--- src/rtl/pacer_pkg.sv ---
package pacer_pkg;

  typedef enum logic [2:0] {
    ST_IDLE     = 3'd0,
    ST_HOLD     = 3'd1,
    ST_FIRE     = 3'd2,
    ST_RECOVER  = 3'd3,
    ST_SR_ENTRY = 3'd4,
    ST_SR       = 3'd5
  } pacer_state_e;

endpackage

--- src/rtl/pacer_interval_timer.sv ---
module pacer_interval_timer #(
  parameter int INTERVAL_CYC = 7800
) (
  input  logic clk,
  input  logic rst,
  input  logic hold,
  output logic tick
);
  localparam int TW = (INTERVAL_CYC > 2) ? $clog2(INTERVAL_CYC) : 1;
  localparam logic [TW-1:0] LAST = TW'(INTERVAL_CYC - 1);

  logic [TW-1:0] cnt;

  always_ff @(posedge clk) begin
    if (rst || hold) begin
      cnt  <= '0;
      tick <= 1'b0;
    end else if (cnt == LAST) begin
      cnt  <= '0;
      tick <= 1'b1;
    end else begin
      cnt  <= cnt + 1'b1;
      tick <= 1'b0;
    end
  end

  a_r2_tick_is_pulse: assert property (@(posedge clk) disable iff (rst)
    tick |=> !tick);

endmodule

--- src/rtl/pacer_owed_counter.sv ---
module pacer_owed_counter #(
  parameter int MAX_OWED = 8,
  parameter int OWED_W   = $clog2(MAX_OWED + 1)
) (
  input  logic              clk,
  input  logic              rst,
  input  logic              clear,
  input  logic              inc,
  input  logic              dec,
  output logic [OWED_W-1:0] owed,
  output logic              urgent
);
  localparam logic [OWED_W-1:0] CEIL = OWED_W'(MAX_OWED);

  logic [OWED_W-1:0] owed_nx;

  always_comb begin
    owed_nx = owed;
    if (inc && !dec && owed != CEIL)
      owed_nx = owed + 1'b1;
    else if (dec && !inc && owed != '0)
      owed_nx = owed - 1'b1;
  end

  always_ff @(posedge clk) begin
    if (rst || clear) begin
      owed   <= '0;
      urgent <= 1'b0;
    end else begin
      owed   <= owed_nx;
      urgent <= (owed_nx == CEIL);
    end
  end

  a_r3_never_above_ceiling: assert property (@(posedge clk) disable iff (rst)
    owed <= CEIL);

  a_r2_moves_by_one: assert property (@(posedge clk) disable iff (rst)
    !clear |=> (owed == $past(owed) || owed == $past(owed) + 1'b1 ||
                owed + 1'b1 == $past(owed)));

endmodule

--- src/rtl/pacer_lockout.sv ---
module pacer_lockout #(
  parameter int LOCKOUT_CYC = 1000
) (
  input  logic clk,
  input  logic rst,
  input  logic start,
  output logic busy
);
  localparam int LW = $clog2(LOCKOUT_CYC + 1);
  localparam logic [LW-1:0] LOAD = LW'(LOCKOUT_CYC);

  logic [LW-1:0] left;

  always_ff @(posedge clk) begin
    if (rst) begin
      left <= '0;
      busy <= 1'b0;
    end else if (start) begin
      left <= LOAD;
      busy <= 1'b1;
    end else if (left != '0) begin
      left <= left - 1'b1;
      busy <= (left != LW'(1));
    end else begin
      busy <= 1'b0;
    end
  end

  a_r9_busy_after_start: assert property (@(posedge clk) disable iff (rst)
    start |=> busy);

endmodule

--- src/rtl/refresh_pacer.sv ---
module refresh_pacer
  import pacer_pkg::*;
#(
  parameter int INTERVAL_CYC = 7800,
  parameter int RECOVERY_CYC = 64,
  parameter int LOCKOUT_CYC  = 1000,
  parameter int MAX_OWED     = 8,
  localparam int OWED_W      = $clog2(MAX_OWED + 1)
) (
  input  logic              clk,
  input  logic              rst,
  input  logic              ctrl_idle,
  input  logic              banks_idle,
  input  logic              sr_enter_req,
  input  logic              sr_exit_req,
  output logic              pre_all_req,
  output logic              ref_issue,
  output logic              ref_urgent,
  output logic [OWED_W-1:0] owed_cnt,
  output logic              cke,
  output logic              sr_entry,
  output logic              in_self_ref,
  output logic              rd_block
);
  localparam int RW = (RECOVERY_CYC > 2) ? $clog2(RECOVERY_CYC) : 1;
  localparam logic [RW-1:0] REC_LOAD = RW'(RECOVERY_CYC - 2);
  localparam logic [RW-1:0] REC_GAP  = RW'(RECOVERY_CYC - 1);

  pacer_state_e st, st_nx;
  logic [RW-1:0] rec_left;
  logic          tick;
  logic          go;
  logic          sr_leave;

  pacer_interval_timer #(.INTERVAL_CYC(INTERVAL_CYC)) u_timer (
    .clk  (clk),
    .rst  (rst),
    .hold (!cke),
    .tick (tick)
  );

  pacer_owed_counter #(.MAX_OWED(MAX_OWED), .OWED_W(OWED_W)) u_owed (
    .clk    (clk),
    .rst    (rst),
    .clear  (sr_leave),
    .inc    (tick),
    .dec    (ref_issue),
    .owed   (owed_cnt),
    .urgent (ref_urgent)
  );

  pacer_lockout #(.LOCKOUT_CYC(LOCKOUT_CYC)) u_lock (
    .clk   (clk),
    .rst   (rst),
    .start (sr_leave),
    .busy  (rd_block)
  );

  assign go       = (owed_cnt != '0) && (ctrl_idle || ref_urgent);
  assign sr_leave = (st == ST_SR) && sr_exit_req;

  always_comb begin
    st_nx = st;
    case (st)
      ST_IDLE: begin
        if (sr_enter_req)
          st_nx = ST_SR_ENTRY;
        else if (go)
          st_nx = ST_HOLD;
      end
      ST_HOLD:     if (banks_idle) st_nx = ST_FIRE;
      ST_FIRE:     st_nx = ST_RECOVER;
      ST_RECOVER:  if (rec_left == '0) st_nx = go ? ST_FIRE : ST_IDLE;
      ST_SR_ENTRY: st_nx = ST_SR;
      ST_SR:       if (sr_exit_req) st_nx = ST_IDLE;
      default:     st_nx = ST_IDLE;
    endcase
  end

  always_ff @(posedge clk) begin
    if (rst) begin
      st          <= ST_IDLE;
      rec_left    <= '0;
      pre_all_req <= 1'b0;
      ref_issue   <= 1'b0;
      cke         <= 1'b1;
      sr_entry    <= 1'b0;
      in_self_ref <= 1'b0;
    end else begin
      st          <= st_nx;
      pre_all_req <= (st_nx == ST_HOLD) || (st_nx == ST_FIRE) ||
                     (st_nx == ST_RECOVER);
      ref_issue   <= (st_nx == ST_FIRE);
      cke         <= !((st_nx == ST_SR_ENTRY) || (st_nx == ST_SR));
      sr_entry    <= (st_nx == ST_SR_ENTRY);
      in_self_ref <= (st_nx == ST_SR);
      if (st_nx == ST_FIRE)
        rec_left <= REC_LOAD;
      else if (st == ST_RECOVER && rec_left != '0)
        rec_left <= rec_left - 1'b1;
    end
  end

  // Cycles since the last refresh strobe, for the spacing check only.
  logic [RW-1:0] since_cnt;
  always_ff @(posedge clk) begin
    if (rst)
      since_cnt <= REC_GAP;
    else if (ref_issue)
      since_cnt <= '0;
    else if (since_cnt != REC_GAP)
      since_cnt <= since_cnt + 1'b1;
  end

  a_r5_wait_for_idle: assert property (@(posedge clk) disable iff (rst)
    (st == ST_HOLD && !banks_idle) |=> !ref_issue);

  a_r6_min_spacing: assert property (@(posedge clk) disable iff (rst)
    ref_issue |-> since_cnt >= REC_GAP);

  a_r7_entry_between_sequences: assert property (@(posedge clk) disable iff (rst)
    $rose(sr_entry) |-> !$past(pre_all_req));

  a_r8_owed_frozen: assert property (@(posedge clk) disable iff (rst)
    (in_self_ref && $past(in_self_ref)) |-> $stable(owed_cnt));

  a_r9_clean_exit: assert property (@(posedge clk) disable iff (rst)
    sr_leave |=> (owed_cnt == '0 && cke && !in_self_ref));

endmodule

--- config.mk ---
export PLATFORM = sky130hd
export DESIGN_NAME = refresh_pacer
export DESIGN_NICKNAME = d
export VERILOG_FILES = /design/src/rtl/pacer_pkg.sv /design/src/rtl/pacer_interval_timer.sv /design/src/rtl/pacer_owed_counter.sv /design/src/rtl/pacer_lockout.sv /design/src/rtl/refresh_pacer.sv
export SDC_FILE = /design/constraint.sdc
export NUM_CORES = 1
export LEC_CHECK = 0
export ABC_CLOCK_PERIOD_IN_PS = 1900
export CORE_ASPECT_RATIO = 0.5
export CORE_MARGIN = 2
export CORE_UTILIZATION = 60
export CTS_BUF_LIST = sky130_fd_sc_hd__clkbuf_4 sky130_fd_sc_hd__clkbuf_8
export CTS_CLUSTER_DIAMETER = 30
export DETAILED_ROUTE_END_ITERATION = 8
export PLACE_DENSITY = 0.82
export SLEW_MARGIN = 0
export SYNTH_ARGS = -nofsm -noshare
export SYNTH_HDL_FRONTEND = slang
export SYNTH_SLANG_ARGS = --single-unit
--- constraint.sdc ---
create_clock -name clk -period 1.9 [get_ports clk]
set_input_delay 0.57 -clock clk [delete_from_list [all_inputs] [get_ports clk]]
set_output_delay 0.57 -clock clk [all_outputs]
set_load 0.01 [all_outputs]
Word level (Yosys, flattened, before mapping)
Index checks and enable logic that the tools add are counted.

word-level totals
  register bits = 44
  input bits = 6

cells by class
  add/sub/neg operators = 5
  eq/ne operators = 14
  multiplexer cells = 16
  reduce and logical (&&, ||, !) cells = 27

operators with widths
  operator                                             number
  two-way mux 10 bit                                   2
  one-hot mux 3 bit (6 select lines)                   1
  two-way mux 3 bit                                    5
  adder 13 x 1 -> 13 bit, second input constant        1
  equality test 13 bit, second input constant          1
  equality test 3 x 2 -> 1 bit, second input constant  4
  equality test 3 bit, second input constant           4
  two-way mux 6 bit                                    2
  != test 10 x 1 -> 1 bit, second input constant       1
  nonzero test 10 bit                                  1
  subtractor 10 x 1 -> 10 bit, second input constant   1
  two-way mux 4 bit                                    2
  logical AND 1 bit                                    7
  equality test 3 x 1 -> 1 bit, second input constant  2
  logical NOT 6 bit                                    1
  logical OR 1 bit                                     6
  nonzero test 6 bit                                   1
  OR reduction 2 bit                                   3
  subtractor 6 x 1 -> 6 bit, second input constant     1
  adder 4 x 1 -> 4 bit, second input constant          1
  equality test 4 bit, second input constant           1
  logical NOT 1 bit                                    4
  != test 4 bit, second input constant                 1
  nonzero test 2 bit                                   2
  5 further kinds                                      7

Logic depth before layout (Yosys ltp)
  word-level depth = 8
  depth in mapped cells = 7
  mapped depth without buffers = 7

By module
Synthesis repeated with hierarchy kept, for this count alone.

unflattened totals
  cell total of the unflattened synthesis = 256
  area total of the unflattened synthesis = 2333.5 sq um

by module, submodules not included
  module                times used  cells each  area an instance (sq um)  sequential area each (sq um)
  refresh_pacer         1           76          725.7                     280.3
  pacer_interval_timer  1           62          624.3                     280.3
  pacer_lockout         1           66          573.0                     220.2
  pacer_owed_counter    1           52          410.4                     100.1

Least setup slack after synthesis
Ideal clock, no wire load.

  kind = reg-to-reg
  start point = register u_owed.owed[1]
  end point = register u_owed.urgent
  library setup time = 0.088 ns
  arrival time = 1.699 ns
  required time = 1.812 ns
  path slack = 0.114 ns
  cell stages (with the launch flop) = 8
  buffers on the path = 0
  clock period less this slack = 1.786 ns
  cell sequence = dfxtp_1 > inv_1 > ha_1 > and3b_1 > o22ai_2 > o21ai_1 > xor2_1 > nor4_2

on the way
  cells in the longest elaborated chain, start to end = 5
  elaborated cells between the ends (all ways) = 9

ends and longest elaborated chain
  item                                                                               RTL line                  RTL
  from (decl)                                                                        pacer_owed_counter.sv:10  output logic [OWED_W-1:0] owed,
  from (signal assigned)                                                             pacer_owed_counter.sv:30  owed <= owed_nx;
  parallel branches: the longest is 3 deep, another holds subtractor 4 x 1 -> 4 bit  n/a
  two-way mux 4 bit (*)                                                              pacer_owed_counter.sv:19  if (inc && !dec && owed != CEIL)
  equality test 4 bit (*)                                                            pacer_owed_counter.sv:31  urgent <= (owed_nx == CEIL);
  to (signal assigned)                                                               pacer_owed_counter.sv:31
  to (decl)                                                                          pacer_owed_counter.sv:11  output logic urgent

Every way passes the cells marked *.
A chain may end at the register's enable or synchronous reset.

Worst setup path after layout
  start point = register u_owed.owed[3]
  end point = output owed_cnt[3]

RTL lines
  item       RTL line             RTL
  to (decl)  refresh_pacer.sv:19  output logic [OWED_W-1:0] owed_cnt,

No word-level cell between the ends.

==> impl_summary.txt <==
----------------------------------------------------
[Timing]
  Minimum clock period ... 1.816 ns
  Number of failing hold endpoints at the final stage ... 0
  Setup WS post-layout ... 0.08421 ns
  Remaining max-slew budget at the tightest pin ... 66.45%
  RSZ-0062 raised after global routing ... false
  Achievable clock frequency ... around 0.55 GHz
  Finish-stage setup viols ... 0
  Crit share post-route ... a little over nine tenths
  Final-report max-slew violation count ... 0
  Slew of the pin with the lowest slew margin ... roughly 0.5 ns
  Worst-case clock skew ... 0.005244 ns

[GRT]
  Pin count of the biggest net entering global routing ... 14
  Global-route wire length before repair ... around 7400 µm
  GR Overflow Total ... 0
  Via count of the first global-routing pass ... 1,669
  Overall track demand over capacity in global routing ... 22.25%
  Initial antenna violation count ... 0

[Synthesis]
  Total of flip-flops plus latches after synthesis ... 44
  Portion of synthesized cell area occupied by the leading cell type ... between 30% and 40%
  Primary FF master, synth ... sky130_fd_sc_hd__dfxtp_1
  Library cell occupying the most area in the post-synthesis netlist ... sky130_fd_sc_hd__dfxtp_1
  Cell with the most instances after synthesis ... sky130_fd_sc_hd__dfxtp_1
  Mapped cell area ... ~2200 µm²
  Fraction of registers with async set/reset ... 0%
  Top cells by area in the synthesized netlist ... sky130_fd_sc_hd__dfxtp_1 (40%), sky130_fd_sc_hd__nor2_1 (5.4%), sky130_fd_sc_hd__xnor2_1 (4.3%)
  Count of different cell masters after synthesis ... 52
  Count of mapped cells out of synthesis ... 258
  Number of nets in the synthesized netlist ... 270
  Sequential element share of the synthesized area ... 39.73%
  Number of enable flip-flop cells after synthesis ... 0
  Count of synthesis-stage warnings from yosys ... 0
  Cell types with the highest counts after synthesis ... sky130_fd_sc_hd__dfxtp_1 (44), sky130_fd_sc_hd__nor2_1 (32), sky130_fd_sc_hd__nand2_1 (21), sky130_fd_sc_hd__inv_1 (14), sky130_fd_sc_hd__nand3_1 (14)
  Post-Synthesis Mean Instance Area ... 8.594 µm²

[Clocking]
  Latest clock arrival within the worst-skew pair ... approximately 0.29 ns
  Clock transition at the register clock pins on the worst setup and hold paths after CTS ... 0.08 ns
  Number of clock buffers inserted by TritonCTS ... 5
  Clock tree from TritonCTS ... yes
  Number of buffers between clock root and the deepest sink ... 2
  Root Driver ... sky130_fd_sc_hd__clkbuf_8
  Clock H-tree levels ... 2
  Clock Sink Count ... 44
  Number of buffers added for setup after CTS ... 0

[Worst setup path]
  Dominant delay contributor by cell family on the critical path ... buffers and inverters
  Slowest cell on the critical path ... sky130_fd_sc_hd__clkdlybuf4s50_1
  Crit start category ... flop
  CP Launch Point ... u_owed.owed[3]
  Worst Path Required ... ~1.3 ns
  Kind of end point of the critical path ... primary output
  Crit path buf inv count ... 1
  Worst-path cell chain ... clkdlybuf4s50_1
  WP data arrival ... approximately 1.3 ns
  R2r startpoint ... u_owed.owed[1]
  Classification of the worst setup path ... reg2out
  Largest incremental delay on the critical path ... 0.55 ns
  Worst Path Max Fanout ... 9

[Hold path]
  Critical hold path startpoint ... u_timer.cnt[0]
  Class of the most critical hold timing path ... reg2reg

[Placed design]
  Gp weighted congestion ... a little under 0.9
  Placed inst area ... between 2000 and 2500 µm²
  Dpl ws ... -0.1640 ns
  Port Buf Inserts ... 16
  Half-perimeter wire length after detailed placement ... about 3200 µm

[Floorplan]
  Io pins ... 17
  Starting utilization of the core area ... between 60% and 70%
  Area of the placeable core ... 3491 µm²
  DIE AREA ... between 4000 and 5000 µm²
  Cell Rows ... 15
  Height of the die ... between 40 and 50 µm
  Die Wd ... 89.97 µm

[Finish]
  Final antenna diode count ... 0
  Synth-to-Final Area Change ... 17.16%
  Final Instance Area ... 2597 µm²
  Share of post-route cells with drive strength above 1 ... between 10% and 20%
  Net count reported at finish ... between 200 and 300

[Run status]
  Outcome ... finished, final reports clean

[Power]
  Power consumption ... 2.554 mW
  Power Dens Cells ... approximately 1000 nW/µm²
  Standby leakage power ... 0.9639 nW
  Largest voltage drop on the vdd net ... between 0.5 and 0.6 mV

[Routing]
  Post-detailed-routing wire length ... roughly 4500 µm
  Avg Vias per Cell ... roughly 5.6
  DRC violations left ... 0
  Antenna-violating nets left ... 0
  Pre-Repair DR Iteration Count ... 4
  Number of violations reported at the end of detailed-routing iteration 0 ... 68
  Wire length per cell after detailed routing ... roughly 13 µm
  Detailed-route via count ... around 1,900

[Job]
  Max-Cap Viols ... 0

----------------------------------------------------
## per-layer routing
metal	track usage (%)	wire, µm	vias to the layer above
met3	6.260	156	8
met1	28.71	2173	872
met5	0	0	-
met4	5.231	51	0
met2	39.09	2128	40
li1	-	-	948
## repair_timing
action                                  4_1_cts  5_1_grt
gates resized for setup                       4        4
endpoints found under the setup margin        4       12
hold buffers                                  0        0
## sequential cells by signal, indices dropped and copies added, names as in the netlist
register       count
u_lock.busy        1
rec_left           6
u_owed.urgent      1
u_timer.tick       1
pre_all_req        1
cke                1
ref_issue          1
in_self_ref        1
u_lock.left       10
u_owed.owed        4
u_timer.cnt       13
st                 3
sr_entry           1
## cell type report
type	instances	area [µm²]
clock buffer	7	90.09
clock inverter	1	7.507
fill	270	893.4
inverter	14	52.55
multi-input combinational	190	1240
sequential	44	888.4
tap	51	63.81
timing repair buffer	29	255.2
## stage by stage
stage	hold slack [ns]	instances	util, %	TNS [ns]
after CTS	0.4691	336	73.91	0
after global placement	0.4451	328	71.11	-1.029
after detailed placement	0.4503	328	71.11	-1.377
after floorplan	0.4299	258	-	0
after global routing	0.5145	336	74.41	0
final	0.4682	336	74.41	0
## kinds of logic (layout without fill, tap and decap cells)
group / after synthesis / in the layout / share of synthesized area [%]
buffers and inverters: 24 / 51 / 4.910
adders and majority gates: 6 / 6 / 3.386
xor gates and xnor gates: 20 / 20 / 7.901
DFF: 44 / 44 / 39.73
and+or+nand+nor: 118 / 118 / 28.61
AOI/OAI and AO/OA: 43 / 43 / 14.05
muxes: 3 / 3 / 1.411
## power by group
group	switching, mW	internal [mW]
registers	0.119	1.04
logic	0.398	0.378
clock network	0.308	0.310
## cell usage in the layout, fill, tap and decap left out, types with 2 or more instances in the layout
master / netlist / routed
sky130_fd_sc_hd__a21oi_1: 11 / 11
sky130_fd_sc_hd__a311oi_1: 2 / 2
sky130_fd_sc_hd__a31oi_1: 4 / 4
sky130_fd_sc_hd__and3_1: 2 / 2
sky130_fd_sc_hd__buf_4: 1 / 13
sky130_fd_sc_hd__clkbuf_8: 0 / 6
sky130_fd_sc_hd__clkdlybuf4s50_1: 0 / 14
sky130_fd_sc_hd__dfxtp_1: 44 / 42
sky130_fd_sc_hd__dfxtp_4: 0 / 2
sky130_fd_sc_hd__dlygate4sd2_1: 0 / 2
sky130_fd_sc_hd__ha_1: 6 / 5
sky130_fd_sc_hd__inv_1: 14 / 14
sky130_fd_sc_hd__mux2i_1: 2 / 2
sky130_fd_sc_hd__nand2_1: 21 / 21
sky130_fd_sc_hd__nand2b_1: 7 / 7
sky130_fd_sc_hd__nand3_1: 14 / 14
sky130_fd_sc_hd__nand3b_1: 4 / 4
sky130_fd_sc_hd__nand4b_1: 3 / 3
sky130_fd_sc_hd__nor2_1: 32 / 32
sky130_fd_sc_hd__nor2b_1: 3 / 3
sky130_fd_sc_hd__nor3_1: 10 / 10
sky130_fd_sc_hd__nor3b_1: 3 / 3
sky130_fd_sc_hd__nor4_1: 2 / 2
sky130_fd_sc_hd__nor4_2: 2 / 2
sky130_fd_sc_hd__nor4bb_1: 2 / 2
sky130_fd_sc_hd__o2111ai_1: 2 / 2
sky130_fd_sc_hd__o21ai_0: 6 / 6
sky130_fd_sc_hd__o21ai_1: 3 / 3
sky130_fd_sc_hd__o31a_1: 2 / 2
sky130_fd_sc_hd__o31ai_1: 2 / 2
sky130_fd_sc_hd__or3_1: 5 / 5
sky130_fd_sc_hd__xnor2_1: 11 / 11
sky130_fd_sc_hd__xor2_1: 9 / 9
## worst paths after layout
kind                    endpoint  slack, ns  depth (start not counted)
setup / recovery     owed_cnt[3]       0.08                          1
hold reg to reg   u_timer.cnt[0]       0.47                          1
hold / removal    u_timer.cnt[0]       0.47                          1
setup reg to reg     rec_left[3]       0.18                          7
Note: power is estimated with default switching activity, not from simulation.
